**src/rtl/daycal_pkg.sv**
```systemverilog
package daycal_pkg;
  localparam int REG_AW = 8;
  localparam int BYTE_W = 8;

  localparam logic [REG_AW-1:0] ADR_CTRL   = 8'h14;
  localparam logic [REG_AW-1:0] ADR_SEC    = 8'h15;
  localparam logic [REG_AW-1:0] ADR_MIN    = 8'h16;
  localparam logic [REG_AW-1:0] ADR_HOUR   = 8'h17;
  localparam logic [REG_AW-1:0] ADR_DAYLO  = 8'h18;
  localparam logic [REG_AW-1:0] ADR_DAYHI  = 8'h19;
  localparam logic [REG_AW-1:0] ADR_AMIN   = 8'h1A;
  localparam logic [REG_AW-1:0] ADR_AHOUR  = 8'h1B;
  localparam logic [REG_AW-1:0] ADR_ADAYLO = 8'h1C;
  localparam logic [REG_AW-1:0] ADR_ADAYHI = 8'h1D;

  localparam int CB_BUSY  = 7;
  localparam int CB_DAYEN = 5;
  localparam int CB_HREN  = 4;
  localparam int CB_MINEN = 3;
  localparam int CB_FLAG  = 2;
  localparam int CB_IE    = 1;
  localparam int CB_RUN   = 0;

  // strobes from control to datapath: tick and write never together
  typedef struct packed {
    logic              tick;
    logic              wr;
    logic [REG_AW-1:0] addr;
    logic [BYTE_W-1:0] data;
  } cmd_t;
endpackage

```
**src/rtl/daycal_ctrl.sv**
```systemverilog
module daycal_ctrl
  import daycal_pkg::*;
(
  input  logic              clk,
  input  logic              rstN,
  input  logic              secTick,
  input  logic              runEn,
  input  logic              wrEn,
  input  logic [REG_AW-1:0] addr,
  input  logic [BYTE_W-1:0] wrData,
  output cmd_t              cmd,
  output logic              busy
);
  logic              pendValid;
  logic [REG_AW-1:0] pendAddr;
  logic [BYTE_W-1:0] pendData;
  logic              capture;

  assign busy    = secTick & runEn;
  assign capture = wrEn & (busy | pendValid);

  always_comb begin
    cmd.tick = busy;
    cmd.wr   = !busy && (pendValid || wrEn);
    cmd.addr = pendValid ? pendAddr : addr;
    cmd.data = pendValid ? pendData : wrData;
  end

  always_ff @(posedge clk or negedge rstN) begin
    if (!rstN) begin
      pendValid <= 1'b0;
      pendAddr  <= '0;
      pendData  <= '0;
    end else if (capture) begin
      pendValid <= 1'b1;
      pendAddr  <= addr;
      pendData  <= wrData;
    end else if (pendValid && !busy) begin
      pendValid <= 1'b0;
    end
  end


  held_write_chk: assert property (@(posedge clk) disable iff (!rstN)
    busy && wrEn |=> pendValid && pendAddr == $past(addr) && pendData == $past(wrData));


  pend_drain_chk: assert property (@(posedge clk) disable iff (!rstN)
    pendValid && !busy && !wrEn |=> !pendValid);
endmodule

```
**src/rtl/daycal_datapath.sv**
```systemverilog
module daycal_datapath
  import daycal_pkg::*;
#(
  parameter int DAY_W = 15
) (
  input  logic              clk,
  input  logic              rstN,
  input  cmd_t              cmd,
  input  logic              busy,
  input  logic [REG_AW-1:0] rdAddr,
  output logic [BYTE_W-1:0] rdData,
  output logic              runEn,
  output logic              irq
);
  localparam int WIDE_W = 2 * BYTE_W;

  logic [BYTE_W-1:0] secR, minR, hourR, aMinR, aHourR;
  logic [DAY_W-1:0]  dayR, aDayR;
  logic              dayEn, hrEn, minEn, flag, ie;
  logic [BYTE_W-1:0] secNxt, minNxt, hourNxt;
  logic [DAY_W-1:0]  dayNxt;
  logic              secWrap, minWrap, hourWrap, almHit;
  logic [WIDE_W-1:0] dayWide, aDayWide;

  function automatic logic [BYTE_W-1:0] bcdInc(input logic [BYTE_W-1:0] v);
    if (v[3:0] == 4'd9) return {v[7:4] + 4'd1, 4'd0};
    else                return {v[7:4], v[3:0] + 4'd1};
  endfunction

  assign dayWide  = WIDE_W'(dayR);
  assign aDayWide = WIDE_W'(aDayR);

  always_comb begin
    secWrap  = secR == 8'h59;
    minWrap  = minR == 8'h59;
    hourWrap = hourR == 8'h23;
    secNxt   = secWrap ? 8'h00 : bcdInc(secR);
    minNxt   = secWrap ? (minWrap ? 8'h00 : bcdInc(minR)) : minR;
    hourNxt  = (secWrap && minWrap) ? (hourWrap ? 8'h00 : bcdInc(hourR)) : hourR;
    dayNxt   = (secWrap && minWrap && hourWrap) ? dayR + 1'b1 : dayR;
    almHit   = secWrap && (minEn || hrEn || dayEn)
             && (!minEn || minNxt == aMinR)
             && (!hrEn  || hourNxt == aHourR)
             && (!dayEn || dayNxt == aDayR);
  end

  always_ff @(posedge clk or negedge rstN) begin
    if (!rstN) begin
      secR <= '0; minR <= '0; hourR <= '0; dayR <= '0;
      aMinR <= '0; aHourR <= '0; aDayR <= '0;
      dayEn <= 1'b0; hrEn <= 1'b0; minEn <= 1'b0;
      flag <= 1'b0; ie <= 1'b0; runEn <= 1'b0;
    end else if (cmd.tick) begin
      secR  <= secNxt;
      minR  <= minNxt;
      hourR <= hourNxt;
      dayR  <= dayNxt;
      if (almHit) flag <= 1'b1;
    end else if (cmd.wr) begin
      unique case (cmd.addr)
        ADR_CTRL: begin
          dayEn <= cmd.data[CB_DAYEN];
          hrEn  <= cmd.data[CB_HREN];
          minEn <= cmd.data[CB_MINEN];
          ie    <= cmd.data[CB_IE];
          runEn <= cmd.data[CB_RUN];
          if (cmd.data[CB_FLAG]) flag <= 1'b0;
        end
        ADR_SEC:    secR   <= cmd.data;
        ADR_MIN:    minR   <= cmd.data;
        ADR_HOUR:   hourR  <= cmd.data;
        ADR_DAYLO:  dayR   <= DAY_W'({dayWide[WIDE_W-1:BYTE_W], cmd.data});
        ADR_DAYHI:  dayR   <= DAY_W'({cmd.data, dayWide[BYTE_W-1:0]});
        ADR_AMIN:   aMinR  <= cmd.data;
        ADR_AHOUR:  aHourR <= cmd.data;
        ADR_ADAYLO: aDayR  <= DAY_W'({aDayWide[WIDE_W-1:BYTE_W], cmd.data});
        ADR_ADAYHI: aDayR  <= DAY_W'({cmd.data, aDayWide[BYTE_W-1:0]});
        default: ;
      endcase
    end
  end

  always_comb begin
    unique case (rdAddr)
      ADR_CTRL:   rdData = {busy, 1'b0, dayEn, hrEn, minEn, flag, ie, runEn};
      ADR_SEC:    rdData = secR;
      ADR_MIN:    rdData = minR;
      ADR_HOUR:   rdData = hourR;
      ADR_DAYLO:  rdData = dayWide[BYTE_W-1:0];
      ADR_DAYHI:  rdData = dayWide[WIDE_W-1:BYTE_W];
      ADR_AMIN:   rdData = aMinR;
      ADR_AHOUR:  rdData = aHourR;
      ADR_ADAYLO: rdData = aDayWide[BYTE_W-1:0];
      ADR_ADAYHI: rdData = aDayWide[WIDE_W-1:BYTE_W];
      default:    rdData = '0;
    endcase
  end

  assign irq = flag & ie;


  sec_wrap_chk: assert property (@(posedge clk) disable iff (!rstN)
    cmd.tick && secR == 8'h59 |=> secR == 8'h00);


  day_wrap_chk: assert property (@(posedge clk) disable iff (!rstN)
    cmd.tick && secR == 8'h59 && minR == 8'h59 && hourR == 8'h23
    && dayR == {DAY_W{1'b1}} |=> dayR == '0);


  idle_hold_chk: assert property (@(posedge clk) disable iff (!rstN)
    !cmd.tick && !cmd.wr |=> $stable(secR) && $stable(minR) && $stable(hourR) && $stable(dayR));


  flag_src_chk: assert property (@(posedge clk) disable iff (!rstN)
    $rose(flag) |-> $past(cmd.tick) && $past(secR) == 8'h59);


  flag_clear_chk: assert property (@(posedge clk) disable iff (!rstN)
    cmd.wr && cmd.addr == ADR_CTRL && cmd.data[CB_FLAG] |=> !flag);
endmodule

```
**src/rtl/daycal_top.sv**
```systemverilog
module daycal_top
  import daycal_pkg::*;
#(
  parameter int DAY_W = 15
) (
  input  logic              clk,
  input  logic              rstN,
  input  logic              secTick,
  input  logic [REG_AW-1:0] addr,
  input  logic              wrEn,
  input  logic [BYTE_W-1:0] wrData,
  output logic [BYTE_W-1:0] rdData,
  output logic              irq
);
  cmd_t cmd;
  logic busy;
  logic runEn;

  daycal_ctrl u_ctrl (
    .clk(clk), .rstN(rstN), .secTick(secTick), .runEn(runEn),
    .wrEn(wrEn), .addr(addr), .wrData(wrData), .cmd(cmd), .busy(busy)
  );

  daycal_datapath #(.DAY_W(DAY_W)) u_dp (
    .clk(clk), .rstN(rstN), .cmd(cmd), .busy(busy), .rdAddr(addr),
    .rdData(rdData), .runEn(runEn), .irq(irq)
  );
endmodule

```
**config.mk**
```make
export PLATFORM = sky130hd
export DESIGN_NAME = daycal_top
export DESIGN_NICKNAME = d
export VERILOG_FILES = /design/src/rtl/daycal_pkg.sv /design/src/rtl/daycal_ctrl.sv /design/src/rtl/daycal_datapath.sv /design/src/rtl/daycal_top.sv
export SDC_FILE = /design/constraint.sdc
export NUM_CORES = 1
export LEC_CHECK = 0
export ABC_AREA = 1
export CORE_MARGIN = 2
export CORE_UTILIZATION = 59
export DETAILED_ROUTE_END_ITERATION = 6
export DONT_BUFFER_PORTS = 1
export MAX_ROUTING_LAYER = met4
export PLACE_DENSITY = 0.78
export SKIP_LAST_GASP = 1
export SYNTH_ARGS = -nofsm -noshare
export SYNTH_HDL_FRONTEND = slang
export SYNTH_SLANG_ARGS = --single-unit
```
**constraint.sdc**
```tcl
create_clock -name clk -period 2 [get_ports clk]
set_input_delay 0.2 -clock clk [delete_from_list [all_inputs] [get_ports clk]]
set_output_delay 0.2 -clock clk [all_outputs]
set_load 0.02 [all_outputs]
```
==> qor.txt, run 1 <==
Status - finished, violations left
Failing checks - DRC, hold timing, setup timing
Cells after synthesis - 939
Die height - 108 um
Syn nets - 972
Max-slew violations - 0
Initial DRT Pass Iterations - 7
R2R Path End - u_dp.flag$_DFFE_PN0P_
Synth top area cells - dfrtp_1, nand2_1, o21ai_0
Clock power frac - 24.4%
Ys Warns - 0
Cells after DPL - 1168
Most frequent CP cell - nand2_1
Crit-path cells - inv_2, ha_4, nand3_4, nor2_4, buf_8, buf_12, nand4_1, nand2_2, nand2_1, nand2_1, nand2_1, nor2_2, nand2_1, nand2_1, nand2_1, nor2_2, nand2_1, nand2_1
Mapped Avg Cell Area - 6.86 um^2
Sequential power share - 42.1%
Initial antenna violation count - 0
Switch Pwr - 2.15 mW
Setup slack at placement - -190 ps
Fin util - 76.6%
Number of flops mapped to enable cells by yosys - 0
Critical R2R Launch - u_dp.secR[1]$_DFFE_PN0P_
Internal Power - 3.60 mW
Met2 GRT Util - 58.5%
TritonCTS clock tree - done
Routed Antenna Nets - 0
GRT met3 Usage - 8.56%
Die extent in x - 108 um
ANT cells - 0
Reg2reg setup slack - -290 ps
RSZ-0062 raised after global routing - yes
IO Pins - 29
Cell area after synthesis - 6440 um^2
Setup TNS - -419 ps
Initial Utilization - 59.9%
Gr busiest metal - met2
Power Total - 5.75 mW
Grt met1 use - 54.1%
GP Congestion - 1.01
Worst Path Required - 2350 ps
Design Area, Final - 8230 um^2
Max transition margin - 69.0%
Clock tree buffer depth - 2
FP Rows - 38
Critical Path Max Stage Delay - 440 ps
CP max stage cell - dfrtp_1
WL per Instance - 19.3 um
Hold Crit Class - input port to asynchronous set/reset pin
Post-synth top flop - dfrtp_1
Global-route wire length before repair - 35100 um
Setup ws final - -290 ps
Synth unique cells - 43
Root buf cell - clkbuf_8
Max-cap violations - 0
DRT iter0 DRCs - 964
Crit path DAT - 2640 ps
Critical path type - flip-flop to flip-flop
Core ar. - 10700 um^2
Final setup fails - 5
DRC Markers - 6
GRT Residual Overflow - 0
Worst-Skew Late Latency - 410 ps
Crit Path Max Fanout - 6
Final Hold Viols - 93
Final net count - 1113
Via count - 7508
Leak pwr - 3.92 nW
Area of the die - 11800 um^2
Placed cell areas - 7340 um^2
Hold_buf cts - 13
Fmax - 437 MHz
Final Cycle Share - 114%
Vias in the first global route - 6697
Largest net degree at the start of global routing - 94
Register area share after synthesis - 36.1%
Logic pwr share - 33.5%
Fillers - 796
CP bufs+invs - 3
Maximum VDD drop - 0.570 mV
Commonest non-fill, non-tap cells in the layout - nand2_1, buf_4, dfrtp_1, inv_1, o21ai_0
# H-tree levels - 3
Startpoint types - flip-flop
#FFs+latches synth - 93
TritonCTS Buffers - 9
CTS Sinks - 93
Vias per Instance - 6.13
Asr flop ratio synth - 100%
Crit path time final - 2290 ps
PortBufs - 0
GRT Util Overall - 41.0%
Pwr/cell area - 698 nW/um^2
Worst Setup End Kind - flip-flop
Clock transition at path regs - 110 ps
Final Hold Slack - -527 ps
R2R depth - 18
Slew @ Worst Pin - 464 ps
Most common cell after layout, fill and taps aside - nand2_1
Synth-to-layout area growth - 27.8%
Share of cells above drive strength 1 - 23.1%
Final HPWL DP - 15900 um
CP top delay family - simple AND/OR/NAND/NOR gates
Sw Share - 37.4%
Worst clock skew - 14.7 ps
Total routed wirelength - 23600 um
Non-filler cells, final - 1225
Share of the synthesized area in the top cell type - 36.1%
Cell taking the most area after synthesis - dfrtp_1
cells in the mapped netlist (5+ instances only):
cell / count
clkbuf_1: 11
nand3b_1: 7
ha_1: 13
inv_2: 5
dfrtp_1: 93
nand2_1: 336
or2_2: 5
inv_1: 103
o21ai_0: 78
o22ai_1: 25
nand3_2: 5
nand4_1: 21
o21ai_1: 7
nand3_1: 69
nor2_1: 69
nor4_1: 6
o221ai_1: 25
xor2_1: 8
power groups by stage:
stage	clock network, mW	registers [mW]	logic (mW)
after floorplan	0	2.42	0.952
after global placement	0	2.40	1.59
after detailed placement	0	2.41	1.62
after CTS	1.39	2.39	1.71
after global routing	1.46	2.44	2.11
final	1.41	2.42	1.92
area by class of cell:
class | count | area [um^2] | share of cell area [%]
well taps | 140 | 175 | 2.13
multi-input cells | 719 | 3890 | 47.3
clock inverters | 7 | 80.1 | 0.973
clock buffers | 9 | 124 | 1.50
inverters | 109 | 418 | 5.08
flip-flops and latches | 93 | 2330 | 28.3
repair buffers | 148 | 1210 | 14.7
layer usage:
metal | share of wire [%] | vias to the layer above
li1 | - | 3423
met1 | 38 | 3428
met2 | 43 | 518
met3 | 12 | 139
met4 | 7.2 | 0
met5 | 0 | -
worst register-to-register path, delay by kind of cell, from the launching register on:
kind / cells / cell delay (ps)
simple gates: 14 / 1260
buf+inv: 3 / 390
fa+ha+maj: 1 / 140
flops: 1 / 440
kinds of logic after synthesis:
family,count (synthesis),share of synthesized area [%]
adders and majority gates,13,2.53
AOI/OAI and AO/OA,155,15.0
xor gates and xnor gates,12,1.63
muxes,1,0.175
and+or+nand+nor,536,36.5
buffers and inverters,129,8.10
DFF,93,36.1
how the worst max path moves through the flow:
stage | start | end | depth (start not counted)
detailed placement | u_dp.secR[5]$_DFFE_PN0P_ | u_dp.flag$_DFFE_PN0P_ | 17
floorplan | u_dp.minR[1]$_DFFE_PN0P_ | u_dp.flag$_DFFE_PN0P_ | 18
global route | u_dp.secR[1]$_DFFE_PN0P_ | u_dp.flag$_DFFE_PN0P_ | 18
CTS | u_dp.hourR[0]$_DFFE_PN0P_ | u_dp.flag$_DFFE_PN0P_ | 17
global placement | u_dp.secR[1]$_DFFE_PN0P_ | u_dp.flag$_DFFE_PN0P_ | 17
finish | u_dp.secR[1]$_DFFE_PN0P_ | u_dp.flag$_DFFE_PN0P_ | 18
what timing repair did:
item	CTS	global route
setup endpoints to repair	8	65
setup buffers	8	18
hold endpoints to repair	106	93
pin swaps	16	28
resized for setup	24	71
cloned	3	0
flip-flops by register name, summed over array words and instances, names as in the netlist, 8 cells and up:
| signal | cells |
|---|---|
| u_dp.aHourR | 8 |
| u_dp.minR | 8 |
| u_dp.secR | 8 |
| u_dp.aMinR | 8 |
| u_dp.hourR | 8 |
| u_dp.aDayR | 15 |
| u_ctrl.pendAddr | 8 |
| u_ctrl.pendData | 8 |
| u_dp.dayR | 15 |
No activity file was read; power rests on OpenSTA's default activity.
==> run 2: changes to the inputs <==
==> constraint.sdc (replaced) <==
create_clock -name clk -period 2 [get_ports clk]
set_input_delay 0.4 -clock clk [delete_from_list [all_inputs] [get_ports clk]]
set_output_delay 0.4 -clock clk [all_outputs]
set_load 0.02 [all_outputs]
==> run 2 against run 1 <==
The run ends with hold timing, setup timing left. Flip-flop and latch count stayed put. Setup slack worse by 19 ps. Sequential power is essentially flat. First-iteration DRC count shrank 5.4%.
==> qor.txt, run 2 (synthesis gave the netlist of run 1 again) <==
Status - finished, violations left
Failing checks - hold timing, setup timing
Initial antenna violation count - 0 (unchanged)
Root buf cell - clkbuf_8
CP startpoint - u_dp.secR[5]$_DFFE_PN0P_
Final HPWL DP - 16300 um (+2.4%)
Vias per Instance - 6.25 (+2.0%)
Design Area, Final - 8590 um^2 (+4.3%)
Total routed wirelength - 24800 um (+5.0%)
TritonCTS clock tree - done
DRC Markers - 0 (-6)
CP max stage cell - dfrtp_1
Final Hold Slack - -303 ps (+224 ps)
Max-slew violations - 0 (unchanged)
FP Rows - 38 (unchanged)
GP Congestion - 0.975 (-3.3%)
Setup ws final - -309 ps (-19.5 ps)
Most frequent CP cell - nand2_1
Fin util - 79.9% (+3.3 points)
Largest registers - u_dp.aDayR x15, u_dp.dayR x15
Commonest non-fill, non-tap cells in the layout - nand2_1, buf_4, dfrtp_1, inv_1, o21ai_0
Critical path endpoint - u_dp.flag$_DFFE_PN0P_
Initial DRT Pass Iterations - 6 (-1)
Final Cycle Share - 115% (+0.97 points)
Max-cap violations - 0 (unchanged)
Leak pwr - 4.04 nW (+3.1%)
GRT Residual Overflow - 0 (unchanged)
DRT iter0 DRCs - 912 (-5.4%)
Final setup fails - 11 (+6)
Pwr/cell area - 667 nW/um^2 (-4.5%)
Clock tree buffer depth - 2 (unchanged)
WL per Instance - 19.9 um (+3.5%)
Die extent in x - 108 um (unchanged)
Placed cell areas - 7480 um^2 (+2.0%)
Final net count - 1131 (+1.6%)
GRT Util Overall - 41.7% (+0.71 points)
Core ar. - 10700 um^2 (unchanged)
Startpoint types - flip-flop
Hold Crit Class - input port to asynchronous set/reset pin
Power Total - 5.73 mW (-0.37%)
Synth-to-layout area growth - 33.4%
Global-route wire length before repair - 35900 um (+2.3%)
Share of cells above drive strength 1 - 28.5% (+5.3 points)
CP bufs+invs - 3 (unchanged)
ANT cells - 0 (unchanged)
Crit Path Max Fanout - 12 (+6)
Fillers - 730 (-8.3%)
Worst clock skew - 9.30 ps (-5.38 ps)
R2R Path End - u_dp.flag$_DFFE_PN0P_
Crit-path cells - inv_2, ha_2, nand3_4, nor2_4, buf_4, buf_6, o21ai_1, o21ai_0, nand2_1, nand2_1, nand2_1, nor2_1, nand2_1, nand2_1, nand2_1, nor2_1, nand2_1, nand2_1
WP depth - 18 (unchanged)
Maximum VDD drop - 0.540 mV (-5.2%)
IO Pins - 29 (unchanged)
Crit path DAT - 2630 ps (about the same)
RSZ-0062 raised after global routing - yes
Via count - 7769 (+3.5%)
Critical R2R Launch - u_dp.secR[5]$_DFFE_PN0P_
Final Hold Viols - 93 (unchanged)
Fmax - 433 MHz (-0.84%)
Reg area - 2330 um^2 (unchanged)
Clock transition at path regs - 110 ps (about the same)
PortBufs - 0 (unchanged)
Reg2reg setup slack - -310 ps (-20 ps)
R2R depth - 18 (unchanged)
Crit path time final - 2310 ps (+19.5 ps)
Max transition margin - 60.0% (-8.9 points)
CTS Sinks - 93 (unchanged)
Slew @ Worst Pin - 598 ps (+134 ps)
TritonCTS Buffers - 9 (unchanged)
Multi-input logic area - 4090 um^2 (+4.9%)
Area of the die - 11800 um^2 (unchanged)
Worst-Skew Late Latency - 380 ps (-30 ps)
Vias in the first global route - 6934 (+3.5%)
Most common cell after layout, fill and taps aside - nand2_1
Die height - 108 um (unchanged)
# H-tree levels - 3 (unchanged)
Largest net degree at the start of global routing - 94 (unchanged)
CP top delay family - simple AND/OR/NAND/NOR gates
Critical Path Max Stage Delay - 410 ps (-30 ps)
Critical path type - flip-flop to flip-flop
Worst Path Required - 2330 ps (-20 ps)
Worst Setup End Kind - flip-flop
Initial Utilization - 59.9% (unchanged)
Routed Antenna Nets - 0 (unchanged)
[run 2: changes by cell type in the layout (fill, tap and decap cells not counted), sizes merged]
| cell | previous run | this run |
|---|---|---|
| buf | 135 | 166 |
| clkinv | 2 | 4 |
| dlygate4sd3 | 13 | 0 |
| bufinv | 1 | 0 |
| inv | 112 | 111 |
[run 2: worst min-delay path by stage]
stage               depth (start not counted)  slack, ps  from                              to
global route                                0       -330  rstN        u_dp.minR[2]$_DFFE_PN0P_
floorplan                                   0        100  rstN  u_ctrl.pendAddr[0]$_DFFE_PN0P_
global placement                            0        110  rstN        u_dp.minR[2]$_DFFE_PN0P_
CTS                                         0       -310  rstN       u_dp.hourR[1]$_DFFE_PN0P_
finish                                      0       -300  rstN        u_dp.minR[1]$_DFFE_PN0P_
detailed placement                          0        110  rstN        u_dp.minR[3]$_DFFE_PN0P_
[run 2: timing repair]
| action | in CTS | in global routing |
|---|---|---|
| gates cloned | 2 | 1 |
| resized for setup | 79 | 84 |
| endpoints found under the setup margin | 32 | 58 |
| endpoints found under the hold margin | 93 | 93 |
| buffers inserted | 15 | 20 |
| pin swaps | 33 | 38 |
[run 2: through the flow]
stage	instances	setup WS (ps)	TNS (ps)	hold WS (ps)
2_1_floorplan	939	25.5	0	104
3_3_place_gp	1189	-273	-1700	106
3_5_place_dp	1189	-266	-2190	106
4_1_cts	1222	-152	-1020	-314
5_1_grt	1243	-446	-3650	-327
6_report	1243	-309	-2190	-303
[run 2: metal layers]
metal | part of all wire [%] | routed length, um | vias to the layer above | GRT usage (%)
met2 | 45 | 11100 | 594 | 62.0
met3 | 12 | 3060 | 143 | 9.22
met1 | 37 | 9090 | 3579 | 53.6
met4 | 6.3 | 1560 | 0 | 21.2
li1 | - | - | 3453 | -
met5 | 0 | 0 | - | -
[run 2: layout make-up]
type,instances,share of cell area [%]
Multi-Input combinational cell,719,47.6
Sequential cell,93,27.1
Timing Repair Buffer,166,15.7
Inverter,109,5.36
Tap cell,140,2.04
Clock buffer,9,1.44
Clock inverter,7,0.728
[run 2: report_power, final]
| part | leakage, nW | switching, mW | internal [mW] |
|---|---|---|---|
| clock network | 0.0931 | 0.812 | 0.482 |
| registers | 1.25 | 0.248 | 2.17 |
| logic | 2.70 | 1.13 | 0.893 |
| total | 4.04 | 2.19 | 3.54 |
